===== config.mk =====
export PLATFORM = sky130hd
export DESIGN_NAME = freq_src_sel
export DESIGN_NICKNAME = d
export VERILOG_FILES = /design/src/rtl/fss_pkg.sv /design/src/rtl/fss_strap_latch.sv /design/src/rtl/fss_rcv_hold.sv /design/src/rtl/fss_src_mux.sv /design/src/rtl/fss_load_gen.sv /design/src/rtl/freq_src_sel.sv
export SDC_FILE = /design/constraint.sdc
export NUM_CORES = 1
export LEC_CHECK = 0
export ABC_AREA = 1
export BUFFER_PORTS_ARGS = -buffer_cell sky130_fd_sc_hd__buf_4
export CAP_MARGIN = 20
export CORE_UTILIZATION = 59
export CTS_CLUSTER_DIAMETER = 60
export CTS_CLUSTER_SIZE = 28
export DETAILED_ROUTE_END_ITERATION = 7
export HOLD_SLACK_MARGIN = 0.02
export PLACE_DENSITY = 0.86
export SKIP_CTS_REPAIR_TIMING = 1
export SLEW_MARGIN = 20
export SYNTH_ARGS = -nofsm -noshare
export SYNTH_HDL_FRONTEND = slang
export SYNTH_SLANG_ARGS = --single-unit

===== constraint.sdc =====
create_clock -name clk_i -period 4.6 [get_ports clk_i]
set_input_delay 0.23 -clock clk_i [delete_from_list [all_inputs] [get_ports clk_i]]
set_output_delay 0.23 -clock clk_i [all_outputs]
set_load 0.02 [all_outputs]

===== src/rtl/fss_pkg.sv =====
package fss_pkg;
  localparam int SRC_W = 2;
  typedef enum logic [SRC_W-1:0] {
    SRC_STRAP = 2'd0,
    SRC_SOFT  = 2'd1,
    SRC_PROG  = 2'd2,
    SRC_RCVNM = 2'd3
  } fsrc_e;
endpackage


===== src/rtl/fss_strap_latch.sv =====
module fss_strap_latch #(
  parameter int CODE_W = 5
) (
  input  logic              clk_i,
  input  logic              rst_ni,
  input  logic [CODE_W-1:0] strap_i,
  input  logic              pwrgd_ni,
  output logic [CODE_W-1:0] strap_o,
  output logic              ok_o
);
  always_ff @(posedge clk_i or negedge rst_ni) begin
    if (!rst_ni) begin
      strap_o <= '0;
      ok_o    <= 1'b0;
    end else if (!ok_o && !pwrgd_ni) begin
      strap_o <= strap_i;
      ok_o    <= 1'b1;
    end
  end
endmodule


===== src/rtl/fss_rcv_hold.sv =====
module fss_rcv_hold #(
  parameter int CODE_W = 5,
  parameter int N_W    = 8,
  parameter int M_W    = 7
) (
  input  logic              clk_i,
  input  logic              rst_ni,
  input  logic              recovery_i,
  input  logic              ovr_i,
  input  logic [CODE_W-1:0] sw_i,
  input  logic              sel_i,
  input  logic [N_W-1:0]    rn_i,
  input  logic [M_W-1:0]    rm_i,
  output logic              ovr_o,
  output logic [CODE_W-1:0] sw_o,
  output logic              sel_o,
  output logic [N_W-1:0]    rn_o,
  output logic [M_W-1:0]    rm_o
);
  logic              rec_q;
  logic              ovr_s, sel_s;
  logic [CODE_W-1:0] sw_s;
  logic [N_W-1:0]    rn_s;
  logic [M_W-1:0]    rm_s;

  always_ff @(posedge clk_i or negedge rst_ni) begin
    if (!rst_ni) begin
      rec_q <= 1'b0;
      ovr_s <= 1'b0;
      sel_s <= 1'b0;
      sw_s  <= '0;
      rn_s  <= '0;
      rm_s  <= '0;
    end else begin
      rec_q <= recovery_i;
      if (recovery_i && !rec_q) begin
        ovr_s <= ovr_i;
        sel_s <= sel_i;
        sw_s  <= sw_i;
        rn_s  <= rn_i;
        rm_s  <= rm_i;
      end
    end
  end

  // entry cycle sees live fields, which are the ones being captured
  assign ovr_o = rec_q ? ovr_s : ovr_i;
  assign sel_o = rec_q ? sel_s : sel_i;
  assign sw_o  = rec_q ? sw_s  : sw_i;
  assign rn_o  = rec_q ? rn_s  : rn_i;
  assign rm_o  = rec_q ? rm_s  : rm_i;
endmodule


===== src/rtl/fss_src_mux.sv =====
module fss_src_mux
  import fss_pkg::*;
#(
  parameter int CODE_W = 5,
  parameter int N_W    = 8,
  parameter int M_W    = 7
) (
  input  logic              in_rcv_i,
  input  logic [CODE_W-1:0] strap_i,
  input  logic              ovr_i,
  input  logic [CODE_W-1:0] sw_i,
  input  logic              prog_en_i,
  input  logic [N_W-1:0]    pn_i,
  input  logic [M_W-1:0]    pm_i,
  input  logic              h_ovr_i,
  input  logic [CODE_W-1:0] h_sw_i,
  input  logic              h_sel_i,
  input  logic [N_W-1:0]    h_rn_i,
  input  logic [M_W-1:0]    h_rm_i,
  output logic [CODE_W-1:0] code_o,
  output logic [N_W-1:0]    n_o,
  output logic [M_W-1:0]    m_o,
  output logic              nm_o,
  output fsrc_e             src_o,
  output logic              err_o
);
  localparam int CMP_W = ((N_W > M_W) ? N_W : M_W) + 1;

  logic [CMP_W-1:0] n_ext, m_ext;

  always_comb begin
    code_o = strap_i;
    n_o    = '0;
    m_o    = '0;
    nm_o   = 1'b0;
    src_o  = SRC_STRAP;
    if (in_rcv_i) begin
      if (h_sel_i) begin
        code_o = h_ovr_i ? h_sw_i : strap_i;
        n_o    = h_rn_i;
        m_o    = h_rm_i;
        nm_o   = 1'b1;
        src_o  = SRC_RCVNM;
      end
    end else if (prog_en_i) begin
      code_o = ovr_i ? sw_i : strap_i;
      n_o    = pn_i;
      m_o    = pm_i;
      nm_o   = 1'b1;
      src_o  = SRC_PROG;
    end else if (ovr_i) begin
      code_o = sw_i;
      src_o  = SRC_SOFT;
    end
  end

  // (N+3) > (M+3) reduces to N > M
  assign n_ext = CMP_W'(n_o);
  assign m_ext = CMP_W'(m_o);
  assign err_o = nm_o && (n_ext <= m_ext);
endmodule


===== src/rtl/fss_load_gen.sv =====
module fss_load_gen
  import fss_pkg::*;
#(
  parameter int CODE_W = 5,
  parameter int N_W    = 8,
  parameter int M_W    = 7
) (
  input  logic              clk_i,
  input  logic              rst_ni,
  input  logic              ok_i,
  input  logic [CODE_W-1:0] cand_code_i,
  input  logic [N_W-1:0]    cand_n_i,
  input  logic [M_W-1:0]    cand_m_i,
  input  logic              cand_nm_i,
  input  fsrc_e             cand_src_i,
  input  logic              cand_err_i,
  input  logic              wr_trig_i,
  output logic [CODE_W-1:0] code_o,
  output logic [N_W-1:0]    n_o,
  output logic [M_W-1:0]    m_o,
  output logic              nm_o,
  output fsrc_e             src_o,
  output logic              load_o,
  output logic              chg_o,
  output logic              err_o
);
  logic diff;

  assign diff = (cand_code_i != code_o) || (cand_n_i != n_o) ||
                (cand_m_i != m_o) || (cand_nm_i != nm_o);

  always_ff @(posedge clk_i or negedge rst_ni) begin
    if (!rst_ni) begin
      code_o <= '0;
      n_o    <= '0;
      m_o    <= '0;
      nm_o   <= 1'b0;
      src_o  <= SRC_STRAP;
      load_o <= 1'b0;
      chg_o  <= 1'b0;
      err_o  <= 1'b0;
    end else begin
      load_o <= 1'b0;
      chg_o  <= 1'b0;
      err_o  <= 1'b0;
      if (ok_i) begin
        if (cand_err_i) begin
          err_o <= 1'b1;
        end else begin
          code_o <= cand_code_i;
          n_o    <= cand_n_i;
          m_o    <= cand_m_i;
          nm_o   <= cand_nm_i;
          src_o  <= cand_src_i;
          chg_o  <= diff;
          load_o <= diff | wr_trig_i;
        end
      end
    end
  end
endmodule


===== src/rtl/freq_src_sel.sv =====
module freq_src_sel
  import fss_pkg::*;
#(
  parameter int CODE_W = 5,
  parameter int N_W    = 8,
  parameter int M_W    = 7
) (
  input  logic              clk_i,
  input  logic              rst_ni,
  input  logic [CODE_W-1:0] strap_i,
  input  logic              pwrgd_ni,
  input  logic              prog_en_i,
  input  logic              override_i,
  input  logic [CODE_W-1:0] sw_code_i,
  input  logic [N_W-1:0]    prog_n_i,
  input  logic [M_W-1:0]    prog_m_i,
  input  logic              prog_n_we_i,
  input  logic              prog_m_we_i,
  input  logic              recovery_i,
  input  logic              rcv_sel_i,
  input  logic [N_W-1:0]    rcv_n_i,
  input  logic [M_W-1:0]    rcv_m_i,
  output logic [CODE_W-1:0] code_o,
  output logic [N_W-1:0]    n_o,
  output logic [M_W-1:0]    m_o,
  output logic              nm_o,
  output logic [SRC_W-1:0]  src_o,
  output logic              load_o,
  output logic              chg_o,
  output logic              err_o
);
  logic [CODE_W-1:0] strap_q;
  logic              strap_ok;
  logic              h_ovr, h_sel;
  logic [CODE_W-1:0] h_sw;
  logic [N_W-1:0]    h_rn;
  logic [M_W-1:0]    h_rm;
  logic [CODE_W-1:0] c_code;
  logic [N_W-1:0]    c_n;
  logic [M_W-1:0]    c_m;
  logic              c_nm, c_err, wr_trig;
  fsrc_e             c_src, q_src;

  fss_strap_latch #(.CODE_W(CODE_W)) u_strap (
    .clk_i, .rst_ni, .strap_i, .pwrgd_ni,
    .strap_o(strap_q), .ok_o(strap_ok)
  );

  fss_rcv_hold #(.CODE_W(CODE_W), .N_W(N_W), .M_W(M_W)) u_hold (
    .clk_i, .rst_ni, .recovery_i,
    .ovr_i(override_i), .sw_i(sw_code_i), .sel_i(rcv_sel_i),
    .rn_i(rcv_n_i), .rm_i(rcv_m_i),
    .ovr_o(h_ovr), .sw_o(h_sw), .sel_o(h_sel), .rn_o(h_rn), .rm_o(h_rm)
  );

  fss_src_mux #(.CODE_W(CODE_W), .N_W(N_W), .M_W(M_W)) u_mux (
    .in_rcv_i(recovery_i), .strap_i(strap_q),
    .ovr_i(override_i), .sw_i(sw_code_i), .prog_en_i,
    .pn_i(prog_n_i), .pm_i(prog_m_i),
    .h_ovr_i(h_ovr), .h_sw_i(h_sw), .h_sel_i(h_sel), .h_rn_i(h_rn), .h_rm_i(h_rm),
    .code_o(c_code), .n_o(c_n), .m_o(c_m), .nm_o(c_nm), .src_o(c_src), .err_o(c_err)
  );

  // rewrites reload the PLL only outside recovery lockout
  assign wr_trig = !recovery_i && prog_en_i && (prog_n_we_i || prog_m_we_i);

  fss_load_gen #(.CODE_W(CODE_W), .N_W(N_W), .M_W(M_W)) u_load (
    .clk_i, .rst_ni, .ok_i(strap_ok),
    .cand_code_i(c_code), .cand_n_i(c_n), .cand_m_i(c_m), .cand_nm_i(c_nm),
    .cand_src_i(c_src), .cand_err_i(c_err), .wr_trig_i(wr_trig),
    .code_o, .n_o, .m_o, .nm_o, .src_o(q_src), .load_o, .chg_o, .err_o
  );

  assign src_o = q_src;
endmodule


# --- Word level (Yosys, flattened, before mapping) ---
# Index checks and enable logic that the tools add are counted.
op_classes:
  reduce_logical: 14
  order_cmp: 1
  n_eq_ne: 4
  bitwise_logic: 2
  mux: 28
op_table:
  columns: ["cell", "count"]
  rows:
  - ["8-bit 2-to-1 mux", 4]
  - ["7-bit 2-to-1 mux", 4]
  - ["5-bit 2-to-1 mux", 5]
  - ["1-bit 2-to-1 mux", 12]
  - ["8-bit by 7-bit <= comparator with 1-bit output", 1]
  - ["8-bit inequality test", 1]
  - ["7-bit inequality test", 1]
  - ["2-bit 2-to-1 mux", 3]
  - ["1-bit logical AND", 5]
  - ["5-bit inequality test", 1]
  - ["1-bit logical NOT", 4]
  - ["1-bit logical OR", 4]
  - ["2-bit AND reduction", 1]
  - ["1-bit inequality test", 1]
  - ["1-bit inverter", 1]
  - ["1-bit OR", 1]
totals:
  out_inout_bits: 26
  word_cells: 65
  inputBits: 49
  regBits: 55

# --- Logic depth before layout (Yosys ltp) ---
logic_depth:
  word_depth: 11
  depth_mapped: 24
  depth_no_buf: 21

# --- By module ---
# A second synthesis with hierarchy kept.
unflattened:
  cells_unflattened: 489
  hier_area_um2: 3353.2
modules_own_cells:
  columns: ["module", "seq_area_each_um2", "area_each_um2", "instances", "cells_per_inst"]
  rows:
  - ["fss_load_gen", 650.6, 1362.6, 1, 201]
  - ["fss_rcv_hold", 575.6, 1163.6, 1, 167]
  - ["fss_src_mux", 0.0, 586.8, 1, 94]
  - ["fss_strap_latch", 150.1, 225.2, 1, 23]
  - ["freq_src_sel", 0.0, 15.0, 1, 4]

# --- Worst setup path after synthesis ---
# Ideal clock, no wire load.
synth_path:
  path_type: "reg2reg"
  startpoint: "register u_hold.rec_q"
  endpoint: "register u_load.load_o"
  path_buffers: 3
  stages_incl_launch_ff: 23
  setup_slack_ps: 2254
  synth_period_minus_slack_ps: 2346
  t_arrival_ps: 2228
  cell_sequence: "dfrtp_1 > buf_6 > inv_4 > nand2_4 > nand2_4 > buf_6 > nand2_4 > o21bai_4 > inv_1 > ha_1 > a21oi_1 > o21ai_0 > nand2_1 > nand2_1 > nand2_1 > nand2_1 > nand2_1 > nand3_1 > nand2_1 > inv_2 > buf_6 > nand2_1 > nand2_1"
synth_between:
  elab_chain_len: 11
  elab_cells_between_ends: 26
  cone_classes: "order compare (1); eq/ne (4); mux (16); bitwise (1); reduce/logical (4)"
synth_lines:
  columns: ["item", "line_no", "rtl"]
  rows:
  - ["from (decl)", "fss_rcv_hold.sv:20", "logic rec_q;"]
  - ["from (signal assigned)", "fss_rcv_hold.sv:35", "rec_q <= recovery_i;"]
  - ["5-bit 2-to-1 mux / 1-bit 2-to-1 mux (equally long branches)", "fss_rcv_hold.sv:49, fss_rcv_hold.sv:47", null]
  - ["5-bit 2-to-1 mux", "fss_src_mux.sv:39", "code_o = h_ovr_i ? h_sw_i : strap_i;"]
  - ["5-bit 2-to-1 mux", "fss_src_mux.sv:38", "if (h_sel_i) begin"]
  - ["5-bit 2-to-1 mux", "fss_src_mux.sv:37", "if (in_rcv_i) begin"]
  - ["5-bit inequality test", "fss_load_gen.sv:29", "assign diff = (cand_code_i != code_o) || (cand_n_i != n_o) ||"]
  - ["1-bit logical OR (2 in a row)", "fss_load_gen.sv:29", null]
  - ["1-bit logical OR", "fss_load_gen.sv:30", "(cand_m_i != m_o) || (cand_nm_i != nm_o);"]
  - ["1-bit OR", "fss_load_gen.sv:56", "load_o <= diff | wr_trig_i;"]
  - ["1-bit 2-to-1 mux (*)", "fss_load_gen.sv:47", "if (cand_err_i) begin"]
  - ["1-bit 2-to-1 mux (*)", "fss_load_gen.sv:46", "if (ok_i) begin"]
  - ["to (signal assigned)", "fss_load_gen.sv:56", null]
  - ["to (decl)", "fss_load_gen.sv:23", "output logic load_o,"]
# Every way passes the cells marked *; elsewhere a longest branch is shown, timed or not.
# A chain may end at the register's enable or synchronous reset.

# --- Final worst setup path ---
layout_path:
  startpoint: "register u_hold.rec_q"
  endpoint: "register u_load.n_o[3]"
layout_between:
  elab_chain_len: 7
  elab_cells_between_ends: 13
  cone_classes: "order compare (1); mux (9); bitwise (1); reduce/logical (2)"
layout_lines:
  columns: ["item", "line_no", "rtl"]
  rows:
  - ["8-bit 2-to-1 mux / 1-bit 2-to-1 mux (equally long branches)", "fss_rcv_hold.sv:50, fss_rcv_hold.sv:48", null]
  - ["8-bit 2-to-1 mux (*)", "fss_src_mux.sv:38", null]
  - ["8-bit 2-to-1 mux (*)", "fss_src_mux.sv:37", null]
  - ["via c_n[3]", "freq_src_sel.sv:39", "logic [N_W-1:0] c_n;"]
  - ["8-bit by 7-bit <= comparator with 1-bit output", "fss_src_mux.sv:60", "assign err_o = nm_o && (n_ext <= m_ext);"]
  - ["1-bit logical AND", "fss_src_mux.sv:60", null]
  - ["1-bit inverter (no source line)", null, null]
  - ["2-bit AND reduction (no source line)", null, null]
  - ["to (signal assigned)", "fss_load_gen.sv:51", "n_o <= cand_n_i;"]
  - ["to (decl)", "fss_load_gen.sv:19", "output logic [N_W-1:0] n_o,"]
# The timed path passes the listed nets; every way through them passes the cells marked *.

==> reports/qor.yml <==
final_core_util_pct: 71.9
drt-total-wl_um: 8410
finalNetCount: 598
area_growth_pct: 17.9
die_x_um: 77.5
final_cell_mix: "190 x nand2_1, 75 x buf_4, 54 x dfrtp_1, 53 x o21ai_0, 50 x inv_1"
core_area_sq_um: 5510
hold_class: "in -> reg"
power.total_mw: 1.26
diodes: 0
grt_usage_pct: 30.5
endpoint_kind: "flip-flop"
yosys.area_share.adder_pct: 2.61
cp.buffers_inverters: 3
slew_viol_final: 0
cts_sinks: 54
synth-xor-area-share_pct: 0.521
synth-simple-area-share_pct: 32.3
worst-setup-path-type: "reg -> reg"
ys_seq_area_share_pct: 40.2
setup-tns-final_ns: 0
cp_top_family: "simple AND/OR/NAND/NOR gates"
htreeDepth: 2
fin_crit_sh_pct: 78.1
clock_skew_ns: 0.00797
synth_compound_area_share_pct: 11.7
slew_headroom_pct: 40.8
gp_congestion: 0.946
cellPowerDensity_nw_per_um2: 319
design_area_sq_um: 3960
synth_top_area_cell: "dfrtp_1"
start_util_pct: 61.0
synthMuxAreaShare_pct: 2.35
drc: 0
synth_area_leaders: "dfrtp_1 40%, nand2_1 21%, o21ai_0 7.9%, inv_1 5.6%, nand3_1 5.4%"
path_max_fanout: 34
setup_viol: 0
mostFrequentLayoutCell: "nand2_1"
clk_pin_slew_ns: 0.10
synthCells: 481
ys_warn_count: 0
max_stage_delay_ns: 0.66
nFillCells: 480
first_pass_iters: 5
synth_top_family_by_area: "simple AND/OR/NAND/NOR gates"
ios: 75
place_area_sq_um: 3870
critPathArrivalTime_ns: 3.78
cts_buffers: 5
crit_path_frequent_cell: "nand2_1"
chipHeight_um: 77.5
grt_setup_unrepaired: "no"
yosys.area.top_type_share_pct: 40.2
fmax_mhz: 278
syn_area_sq_um: 3360
cp.required_ns: 4.79
drt_iter0_markers: 251
port_buffers: 74
dp.cells: 606
grt_pass1_vias: 2974
maxCapViolations: 0
grt-ovfl-total: 0
synth.distinct_cells: 26
grt_max_degree: 55
period_minus_slack_ns: 3.59
cts_buffer_depth: 2
syn_area_per_cell_sq_um: 6.98
cts-root-buf: "clkbuf_8"
hpwl_um: 6350
ir_worst_vdd_mv: 0.216
crit_slowest_cell: "nand2_1"
cts_tree: "yes"
synth_seq_cells: 54
worstMarginPinSlew_ns: 0.885
drive_gt1_share_pct: 18.5
antenna_found_initial: 0
hold_viol: 0
status: "completed"
wire_per_inst_um: 13.7
num_rows: 27
instances_no_fill: 614
startpoint_type: "flip-flop"
insertion_delay_ns: 0.31
ant_nets: 0
crit_chain: "buf_4 > inv_4 > nand2_4 > nand2_4 > nand3_1 > nand2_1 > ha_1 > a21oi_1 > o21ai_0 > nand2_1 > nand2_1 > nand2_1 > nand2_1 > nand2_1 > nand3_1 > nand2_1 > inv_2 > nand2_1 > o21ai_1"
viasPerCell: 5.33
synthesis.nets: 537
grt_pass1_wl_um: 14300
p_leak_nw: 2.13
vias: 3273
die-area_sq_um: 6000
## final timing paths
kind                                      from         endpoint  slack, ns  depth (start not counted)
worst max-delay path              u_hold.rec_q    u_load.n_o[3]       1.01                         19
worst min-delay path                  pwrgd_ni     u_strap.ok_o       0.07                          2
worst max register to register    u_hold.rec_q    u_load.n_o[3]       1.01                         19
worst min register to register  u_hold.sw_s[0]   u_hold.sw_s[0]       0.50                          2
max in group asynchronous               rst_ni  u_load.src_o[0]       3.65                          2
min in group asynchronous               rst_ni   u_hold.rn_s[2]       0.50                          2
## stage by stage
| step | setup WS (ns) | hold WS (ns) |
|---|---|---|
| final | 1.01 | 0.0727 |
| after global routing | 0.566 | 0.0882 |
| after CTS | 1.06 | -0.0264 |
| after detailed placement | 1.08 | 0.314 |
| after global placement | 1.15 | 0.308 |
| after floorplan | 2.25 | -0.0656 |
## state kept, by name, summed over array words and instances (netlist names), 2 cells and up
name / count
u_load.m_o: 7
u_load.code_o: 5
u_hold.rn_s: 8
u_hold.rm_s: 7
u_load.src_o: 2
u_load.n_o: 8
u_hold.sw_s: 5
u_strap.strap_o: 5
## Yosys cell counts
master and n:
nand2_1 191, dfrtp_1 54, o21ai_0 53, inv_1 50, nand3_1 36, nor2_1 21, o21ai_1 10, a21oi_1 9
buf_2 8, ha_1 7, mux2_2 7, buf_4 6, nand3b_1 5, buf_6 4, clkbuf_1 4, nand2_4 4
nand2_2 3, a21oi_2 1, a31oi_1 1, clkinv_1 1, inv_2 1, inv_4 1, nand4_1 1, o21bai_4 1
xnor2_1 1, xor2_1 1
## per-layer routing
metal | GRT usage [%] | share of wire, %
met3 | 3.88 | 5.1
met1 | 40.7 | 44
met4 | 10.2 | 2.7
met5 | 0 | 0
met2 | 51.1 | 48
## cell type report
cell class / count / area [sq um] / share of cell area [%]
sequential: 54 / 1350 / 34.1
clock inverter: 1 / 7.51 / 0.190
clock buffer: 6 / 72.6 / 1.83
tap: 72 / 90.1 / 2.27
timing repair buffer: 76 / 573 / 14.5
inverter: 53 / 201 / 5.09
multi-input combinational: 352 / 1660 / 42.0
## power breakdown
part           total [mW]  switching, mW  internal, mW  leakage, nW
combinational       0.416          0.251         0.166         1.44
clock               0.259          0.154         0.105       0.0373
sequential          0.588         0.0506         0.537        0.654
total                1.26          0.455         0.808         2.13
## logic make-up (layout without fill, tap and decap cells)
logic type | after synthesis | in the layout
AOI/OAI and AO/OA | 75 | 75
xor gates and xnor gates | 2 | 2
adders and majority gates | 7 | 7
DFF | 54 | 54
and+or+nand+nor | 261 | 261
buffers and inverters | 75 | 136
muxes | 7 | 7
No activity file was read; power rests on OpenSTA's default activity.
